--- src/rtl/eeslv_pkg.sv ---
package eeslv_pkg;
  // width of the device command byte shifted in before the address
  localparam int CMD_BITS = 8;
  // synchroniser depth for the two line inputs
  localparam int SYNC_DEPTH = 2;
endpackage

--- src/rtl/eeslv_rst_sync.sv ---
module eeslv_rst_sync (
  input  logic clk,
  input  logic arst_n,
  output logic srst_n
);
  logic [1:0] chain_q;

  always_ff @(posedge clk or negedge arst_n) begin
    if (!arst_n) chain_q <= 2'b00;
    else         chain_q <= {chain_q[0], 1'b1};
  end

  assign srst_n = chain_q[1];
endmodule

--- src/rtl/eeslv_sync.sv ---
module eeslv_sync #(
  parameter int WIDTH   = 2,
  parameter int STAGES  = 2,
  parameter bit RST_VAL = 1'b1
) (
  input  logic             clk,
  input  logic             rst_n,
  input  logic [WIDTH-1:0] d,
  output logic [WIDTH-1:0] q
);
  for (genvar b = 0; b < WIDTH; b++) begin : g_bit
    logic [STAGES-1:0] stg_q;
    always_ff @(posedge clk or negedge rst_n) begin
      if (!rst_n) stg_q <= {STAGES{RST_VAL}};
      else        stg_q <= {stg_q[STAGES-2:0], d[b]};
    end
    assign q[b] = stg_q[STAGES-1];
  end
endmodule

--- src/rtl/eeslv_store.sv ---
module eeslv_store #(
  parameter int ADDR_W   = 8,
  parameter int DATA_W   = 8,
  parameter int FILL_MUL = 29,
  parameter int FILL_ADD = 90
) (
  input  logic              clk,
  input  logic              rst_n,
  input  logic              wr_en,
  input  logic [ADDR_W-1:0] wr_addr,
  input  logic [DATA_W-1:0] wr_data,
  input  logic [ADDR_W-1:0] rd_addr,
  output logic [DATA_W-1:0] rd_data
);
  localparam int DEPTH = 1 << ADDR_W;

  logic [DATA_W-1:0] mem_q [DEPTH];

  function automatic logic [DATA_W-1:0] fill_val(input int unsigned idx);
    return DATA_W'(idx * FILL_MUL + FILL_ADD);
  endfunction

  always_ff @(posedge clk or negedge rst_n) begin
    if (!rst_n) begin
      for (int i = 0; i < DEPTH; i++) mem_q[i] <= fill_val(i);
    end else if (wr_en) begin
      mem_q[wr_addr] <= wr_data;
    end
  end

  assign rd_data = mem_q[rd_addr];
endmodule

--- src/rtl/eeslv_proto.sv ---
module eeslv_proto #(
  parameter int ADDR_W = 8,
  parameter int DATA_W = 8
) (
  input  logic              clk,
  input  logic              rst_n,
  input  logic              scl_s,
  input  logic              sda_s,
  output logic [ADDR_W-1:0] rd_addr,
  input  logic [DATA_W-1:0] rd_data,
  output logic              pull_low,
  output logic              sda_seen
);
  localparam int CMD_W    = eeslv_pkg::CMD_BITS;
  localparam int CMD_END  = CMD_W + 1;
  localparam int ADDR_END = CMD_END + ADDR_W;
  localparam int TICK_W   = $clog2(ADDR_END + 1);
  localparam logic [TICK_W-1:0] T_ONE      = TICK_W'(1);
  localparam logic [TICK_W-1:0] T_CMD_END  = TICK_W'(CMD_END);
  localparam logic [TICK_W-1:0] T_ADDR_END = TICK_W'(ADDR_END);

  logic              scl_m, sda_m;     // previous synchronised master pins
  logic              lvl_q, lvl_n;     // last sampled/driven line level
  logic              pull_q, pull_n;
  logic              ack_q, ack_n;
  logic [TICK_W-1:0] tick_q, tick_n;
  logic [CMD_W-1:0]  cmd_q, cmd_n;
  logic [ADDR_W-1:0] addr_q, addr_n;
  logic [DATA_W-1:0] data_q, data_n;
  logic              upd, is_rise, is_cond, drv_bit;

  assign upd     = (scl_s != scl_m) || (sda_s != sda_m);
  assign is_rise = !scl_m && scl_s;
  assign is_cond = scl_m && scl_s && (lvl_q != sda_s);
  assign drv_bit = data_q[DATA_W-1];

  always_comb begin
    tick_n = tick_q;
    cmd_n  = cmd_q;
    addr_n = addr_q;
    data_n = data_q;
    ack_n  = ack_q;
    lvl_n  = sda_s;
    pull_n = 1'b0;
    if (is_cond) begin
      if (!sda_s) begin
        tick_n = T_ONE;
        cmd_n  = '0;
      end
    end else if (tick_q == '0 && !ack_q) begin
      // idle until a start
    end else if (is_rise) begin
      if (ack_q) begin
        lvl_n  = 1'b0;
        pull_n = 1'b1;
        ack_n  = 1'b0;
      end else if (lvl_q == sda_s) begin
        if (tick_q < T_CMD_END) begin
          cmd_n  = {cmd_q[CMD_W-2:0], sda_s};
          tick_n = tick_q + T_ONE;
          if (tick_n == T_CMD_END) ack_n = 1'b1;
        end else if (tick_q < T_ADDR_END) begin
          if (cmd_q[0]) begin
            pull_n = !drv_bit;
            lvl_n  = sda_s & drv_bit;
          end
          addr_n = {addr_q[ADDR_W-2:0], sda_s};
          data_n = data_q << 1;
          tick_n = tick_q + T_ONE;
          if (tick_n == T_ADDR_END) begin
            data_n = rd_data;
            ack_n  = 1'b1;
            tick_n = '0;
          end
        end else begin
          lvl_n  = 1'b0;
          pull_n = 1'b1;
        end
      end
    end
  end

  assign rd_addr = addr_n;

  always_ff @(posedge clk or negedge rst_n) begin
    if (!rst_n) begin
      scl_m  <= 1'b1;
      sda_m  <= 1'b1;
      lvl_q  <= 1'b1;
      pull_q <= 1'b0;
      ack_q  <= 1'b0;
      tick_q <= '0;
      cmd_q  <= '0;
      addr_q <= '0;
      data_q <= '0;
    end else begin
      scl_m <= scl_s;
      sda_m <= sda_s;
      if (upd) begin
        lvl_q  <= lvl_n;
        pull_q <= pull_n;
        ack_q  <= ack_n;
        tick_q <= tick_n;
        cmd_q  <= cmd_n;
        addr_q <= addr_n;
        data_q <= data_n;
      end
    end
  end

  assign pull_low = pull_q;
  assign sda_seen = lvl_q;


  idle_quiet_chk: assert property (@(posedge clk) disable iff (!rst_n)
    (upd && !is_cond && tick_q == '0 && !ack_q) |=> (tick_q == '0 && !pull_q));

  start_cnt_chk: assert property (@(posedge clk) disable iff (!rst_n)
    (upd && is_cond && !sda_s) |=> (tick_q == T_ONE && cmd_q == '0));

  ack_release_chk: assert property (@(posedge clk) disable iff (!rst_n)
    (upd && is_rise && ack_q) |=> (!ack_q && pull_q));

  tick_range_chk: assert property (@(posedge clk) disable iff (!rst_n)
    tick_q < T_ADDR_END);

  pull_level_chk: assert property (@(posedge clk) disable iff (!rst_n)
    pull_q |-> !lvl_q);

  hold_chk: assert property (@(posedge clk) disable iff (!rst_n)
    !upd |=> ($stable(pull_q) && $stable(lvl_q) && $stable(tick_q)));
endmodule

--- src/rtl/bitbang_eeprom_slave.sv ---
module bitbang_eeprom_slave #(
  parameter int ADDR_W   = 8,
  parameter int DATA_W   = 8,
  parameter int FILL_MUL = 29,
  parameter int FILL_ADD = 90
) (
  input  logic              clk,
  input  logic              rst_n,
  input  logic              scl_in,
  input  logic              sda_in,
  input  logic              init_we,
  input  logic [ADDR_W-1:0] init_addr,
  input  logic [DATA_W-1:0] init_data,
  output logic              sda_pull_low,
  output logic              sda_seen
);
  logic              srst_n;
  logic [1:0]        pins_s;
  logic [ADDR_W-1:0] rd_addr;
  logic [DATA_W-1:0] rd_data;

  eeslv_rst_sync u_rst (
    .clk    (clk),
    .arst_n (rst_n),
    .srst_n (srst_n)
  );

  eeslv_sync #(
    .WIDTH   (2),
    .STAGES  (eeslv_pkg::SYNC_DEPTH),
    .RST_VAL (1'b1)
  ) u_sync (
    .clk   (clk),
    .rst_n (srst_n),
    .d     ({scl_in, sda_in}),
    .q     (pins_s)
  );

  eeslv_store #(
    .ADDR_W   (ADDR_W),
    .DATA_W   (DATA_W),
    .FILL_MUL (FILL_MUL),
    .FILL_ADD (FILL_ADD)
  ) u_store (
    .clk     (clk),
    .rst_n   (srst_n),
    .wr_en   (init_we),
    .wr_addr (init_addr),
    .wr_data (init_data),
    .rd_addr (rd_addr),
    .rd_data (rd_data)
  );

  eeslv_proto #(
    .ADDR_W (ADDR_W),
    .DATA_W (DATA_W)
  ) u_proto (
    .clk      (clk),
    .rst_n    (srst_n),
    .scl_s    (pins_s[1]),
    .sda_s    (pins_s[0]),
    .rd_addr  (rd_addr),
    .rd_data  (rd_data),
    .pull_low (sda_pull_low),
    .sda_seen (sda_seen)
  );
endmodule

--- config.mk ---
export PLATFORM = sky130hd
export DESIGN_NAME = bitbang_eeprom_slave
export DESIGN_NICKNAME = d
export VERILOG_FILES = /design/src/rtl/eeslv_pkg.sv /design/src/rtl/eeslv_rst_sync.sv /design/src/rtl/eeslv_sync.sv /design/src/rtl/eeslv_store.sv /design/src/rtl/eeslv_proto.sv /design/src/rtl/bitbang_eeprom_slave.sv
export SDC_FILE = /design/constraint.sdc
export NUM_CORES = 2
export LEC_CHECK = 0
export BUFFER_PORTS_ARGS = -buffer_cell sky130_fd_sc_hd__buf_4
export CAP_MARGIN = 0
export CORE_MARGIN = 10
export CORE_UTILIZATION = 37
export DETAILED_ROUTE_END_ITERATION = 10
export HOLD_SLACK_MARGIN = 0.15
export PLACE_DENSITY = 0.57
export SYNTH_ARGS = -nofsm -noshare
export SYNTH_HDL_FRONTEND = slang
export SYNTH_SLANG_ARGS = --single-unit
--- constraint.sdc ---
create_clock -name clk -period 62.5 [get_ports clk]
set_input_delay 12.5 -clock clk [delete_from_list [all_inputs] [get_ports clk]]
set_output_delay 12.5 -clock clk [all_outputs]
set_load 0.005 [all_outputs]
==> summary.md <==
| Metric | Value |
|---|---|
| Status | `finished clean` |
| Fmax achieved | `67.4 MHz` |
| Async S/R FF share, synth | `1.00` |
| Buffers and inverters on the worst path | `2` |
| H-tree depth | `4` |
| Core area | `263,000 µm²` |
| Gate power share | `0.100` |
| CTS Buffer Depth | `3` |
| RSZ-0062 raised after global routing | `no` |
| Sequential power share | `0.469` |
| Tot GR Track Use | `0.218` |
| Commonest non-fill, non-tap cell in the layout | `mux2_2` |
| Cell Int Power | `2.33 mW` |
| # clock sinks | `2,081` |
| Initial Util | `0.372` |
| Net count, final | `8,268` |
| WL final | `322,000 µm` |
| Crit-path leading delay family | `simple AND/OR/NAND/NOR gates` |
| FF-to-FF Start | `u_sync.g_bit[1].stg_q[1]$_DFF_PN1_` |
| Switching Share | `0.263` |
| Sw Pwr | `0.831 mW` |
| Yosys warning count | `0` |
| Number of remaining DRC errors | `0` |
| Share of layout cells above drive strength 1 | `0.433` |
| I/O Pins | `23` |
| P_leak | `45.8 nW` |
| Number of global-route vias before repair | `69,800` |
| Fillers | `24,600` |
| Slowest cell on the critical path | `nor2_1` |
| Syn Inst Count | `8,501` |
| Cell Chain, Critical Path | `buf_4, and3b_1, nand2_1, buf_4, nor2_1, mux2_2` |
| Die width | `534 µm` |
| Avg WL per Cell | `27.0 µm` |
| DR vias/cell | `5.81` |
| Clk Tree Root Cell | `clkbuf_16` |
| Tmin final | `14.85 ns` |
| Vias | `69,500` |
| Largest net degree at the start of global routing | `180` |
| Clock Skew | `0.0353 ns` |
| Post-CTS setup buffer count | `0` |
| Iteration-0 DRC Markers | `6,808` |
| Crit path largest cell delay | `0.97 ns` |
| WS Path Type | `input pin to register` |
| Tot Pwr | `3.16 mW` |
| CTS resizes | `0` |
| Row count | `188` |
| Die area | `285,000 µm²` |
| Total CTS buffers | `220` |
| Commonest non-fill, non-tap cells in the layout | `2,057 x mux2_2, 1,699 x nand2_1, 1,048 x dfrtp_1` |
| Post-synthesis sequential area ratio | `0.545` |
| Tcrit/Tclk final | `0.238` |
| Crit path top cell by count | `buf_4` |
| Worst-path fanout max | `9` |
| Most used DFF post-synth | `dfrtp_1` |
| Global-route wire length before repair | `476,000 µm` |
| CP Launch Type | `input pin` |
| Setup TNS Final | `0 ns` |
| Initial antenna violation count | `19` |
| Post-synth EDFFs | `0` |
| Detailed Place HPWL | `193,000 µm` |
| Post-DRT Antenna Nets | `0` |
| Crit end category | `register` |
| Grt total ovfl | `0` |
| Crit path from | `init_addr[1]` |
| Syn nets | `8,527` |
| Setup-failing EPs final | `0` |
| Slew @ Worst Pin | `1.31 ns` |
| Final Max Tran Viols | `0` |
| CTS tree | `built` |
| Synthesized cell area | `97,900 µm²` |
| HP Class | `register to async pin` |
| Port bufs | `22` |
| Die height | `534 µm` |
| Clock share of power | `0.430` |
| Synth Register Bits | `2,081` |
| Routability cong. | `0.855` |
| PD cells | `29.0 nW/µm²` |
| Critical path arrival | `15.61 ns` |
| Hold Vio Cnt, Final | `0` |
| Cts hold-fix bufs | `0` |
| Slew headroom | `0.124` |
| DR pass1 iterations | `6` |
| Clock transition at path regs | `0.06 ns` |
| Max-Cap Viols | `0` |
| Critical Path RT | `63.26 ns` |
| Syn_area_per_cell | `11.5 µm²` |
| Worst VDD drop | `0.0287 mV` |
| Netlist cell types | `62` |
| Worst skew pair latency | `0.87 ns` |
| Area Growth Syn to Fin | `11.1%` |
[area by class of cell]
type                    count  area (µm²)  share of cell area
diodes                      3        7.51           0.0000690
flip-flops and latches   2081       53400               0.491
inverters                   8        30.0            0.000276
repair buffers            162        1440              0.0132
clock buffers             354        6800              0.0625
well taps                3515        4400              0.0404
clock inverters            63         756             0.00695
multi-input cells        5769       42000               0.386
[cells in the mapped netlist, drive strengths merged (5+ instances only)]
library cell  count  share of area
nor4              6        0.00038
a41oi            10        0.00089
a221oi           55         0.0049
o22ai             7        0.00045
nand3           701          0.036
o21ai            48         0.0025
dfstp          1031           0.28
a211oi            5        0.00038
nor3             24         0.0013
or4               6        0.00046
buf             231          0.012
and4              5        0.00045
inv               8        0.00031
a31oi           170          0.011
mux2i           151          0.015
a22oi            26         0.0020
mux2           2059           0.24
a21oi           132         0.0069
dfrtp          1050           0.27
and3             14        0.00089
or3               6        0.00038
nand2b            8        0.00051
nor2            221         0.0085
a32oi           150          0.013
nand4           192          0.012
nand2          1704          0.065
clkbuf          412          0.016
ha                5        0.00064
nor2b             9        0.00058
[state kept, by name, summed over array words and instances, names as in the netlist, 2 cells and up]
name / flops
u_sync.g_bit.stg_q: 4
u_proto.addr_q: 8
u_store.mem_q: 2048
u_rst.chain_q: 2
u_proto.data_q: 8
u_proto.tick_q: 5
[layer usage]
layer  vias to the layer above  routed length (µm)  GRT usage
met5                         -                  34          0
met3                       655               24400     0.0443
met2                      2582              144000      0.335
li1                      29700                   -          -
met4                         6               13900     0.0863
met1                     36600              140000      0.302
[cell families after synthesis]
family	synth area share
AND/OR/NAND/NOR	0.128
multiplexers	0.252
flip-flops	0.545
buffers and inverters	0.0277
AO/OA/AOI/OAI	0.0453
adder cells (fa/ha/maj)	0.000639
XOR/XNOR	0.000447
other	0.0000383
[final timing paths]
check                                                   to  slack [ns]  cells after the start
max                        u_store.mem_q[1207]$_DFFE_PN0P_       47.65                      6
min                        u_store.mem_q[1140]$_DFFE_PN0P_        0.35                      0
max reg2reg                  u_proto.data_q[0]$_DFFE_PN0P_       54.11                     18
min reg2reg                u_store.mem_q[1140]$_DFFE_PN0P_        0.35                      0
max in group asynchronous       u_rst.chain_q[1]$_DFF_PN0_       50.98                      1
min in group clk                u_rst.chain_q[1]$_DFF_PN0_        0.35                      0
[per-stage QoR]
| stage | instances | setup slack (ns) | util | hold WS (ns) | area (µm²) |
|---|---|---|---|---|---|
| 3_3_place_gp | 11500 | 46.94 | 0.385 | 0.340 | 101000 |
| 3_5_place_dp | 11500 | 46.91 | 0.385 | 0.342 | 101000 |
| 5_1_grt | 12000 | 47.74 | 0.414 | 0.356 | 109000 |
| 2_1_floorplan | 8501 | 2.00 | - | 0.331 | 97900 |
| 6_report | 12000 | 47.65 | 0.414 | 0.350 | 109000 |
| 4_1_cts | 12000 | 47.85 | 0.414 | 0.355 | 109000 |
[power by group through the flow]
stage	registers [mW]	clock network [mW]	logic [mW]
after floorplan	1.50	0	0.202
after global placement	1.50	0	0.309
after detailed placement	1.50	0	0.314
after CTS	1.48	1.38	0.315
after global routing	1.49	1.44	0.339
final	1.48	1.36	0.317
(Power assumes the default switching activity.)
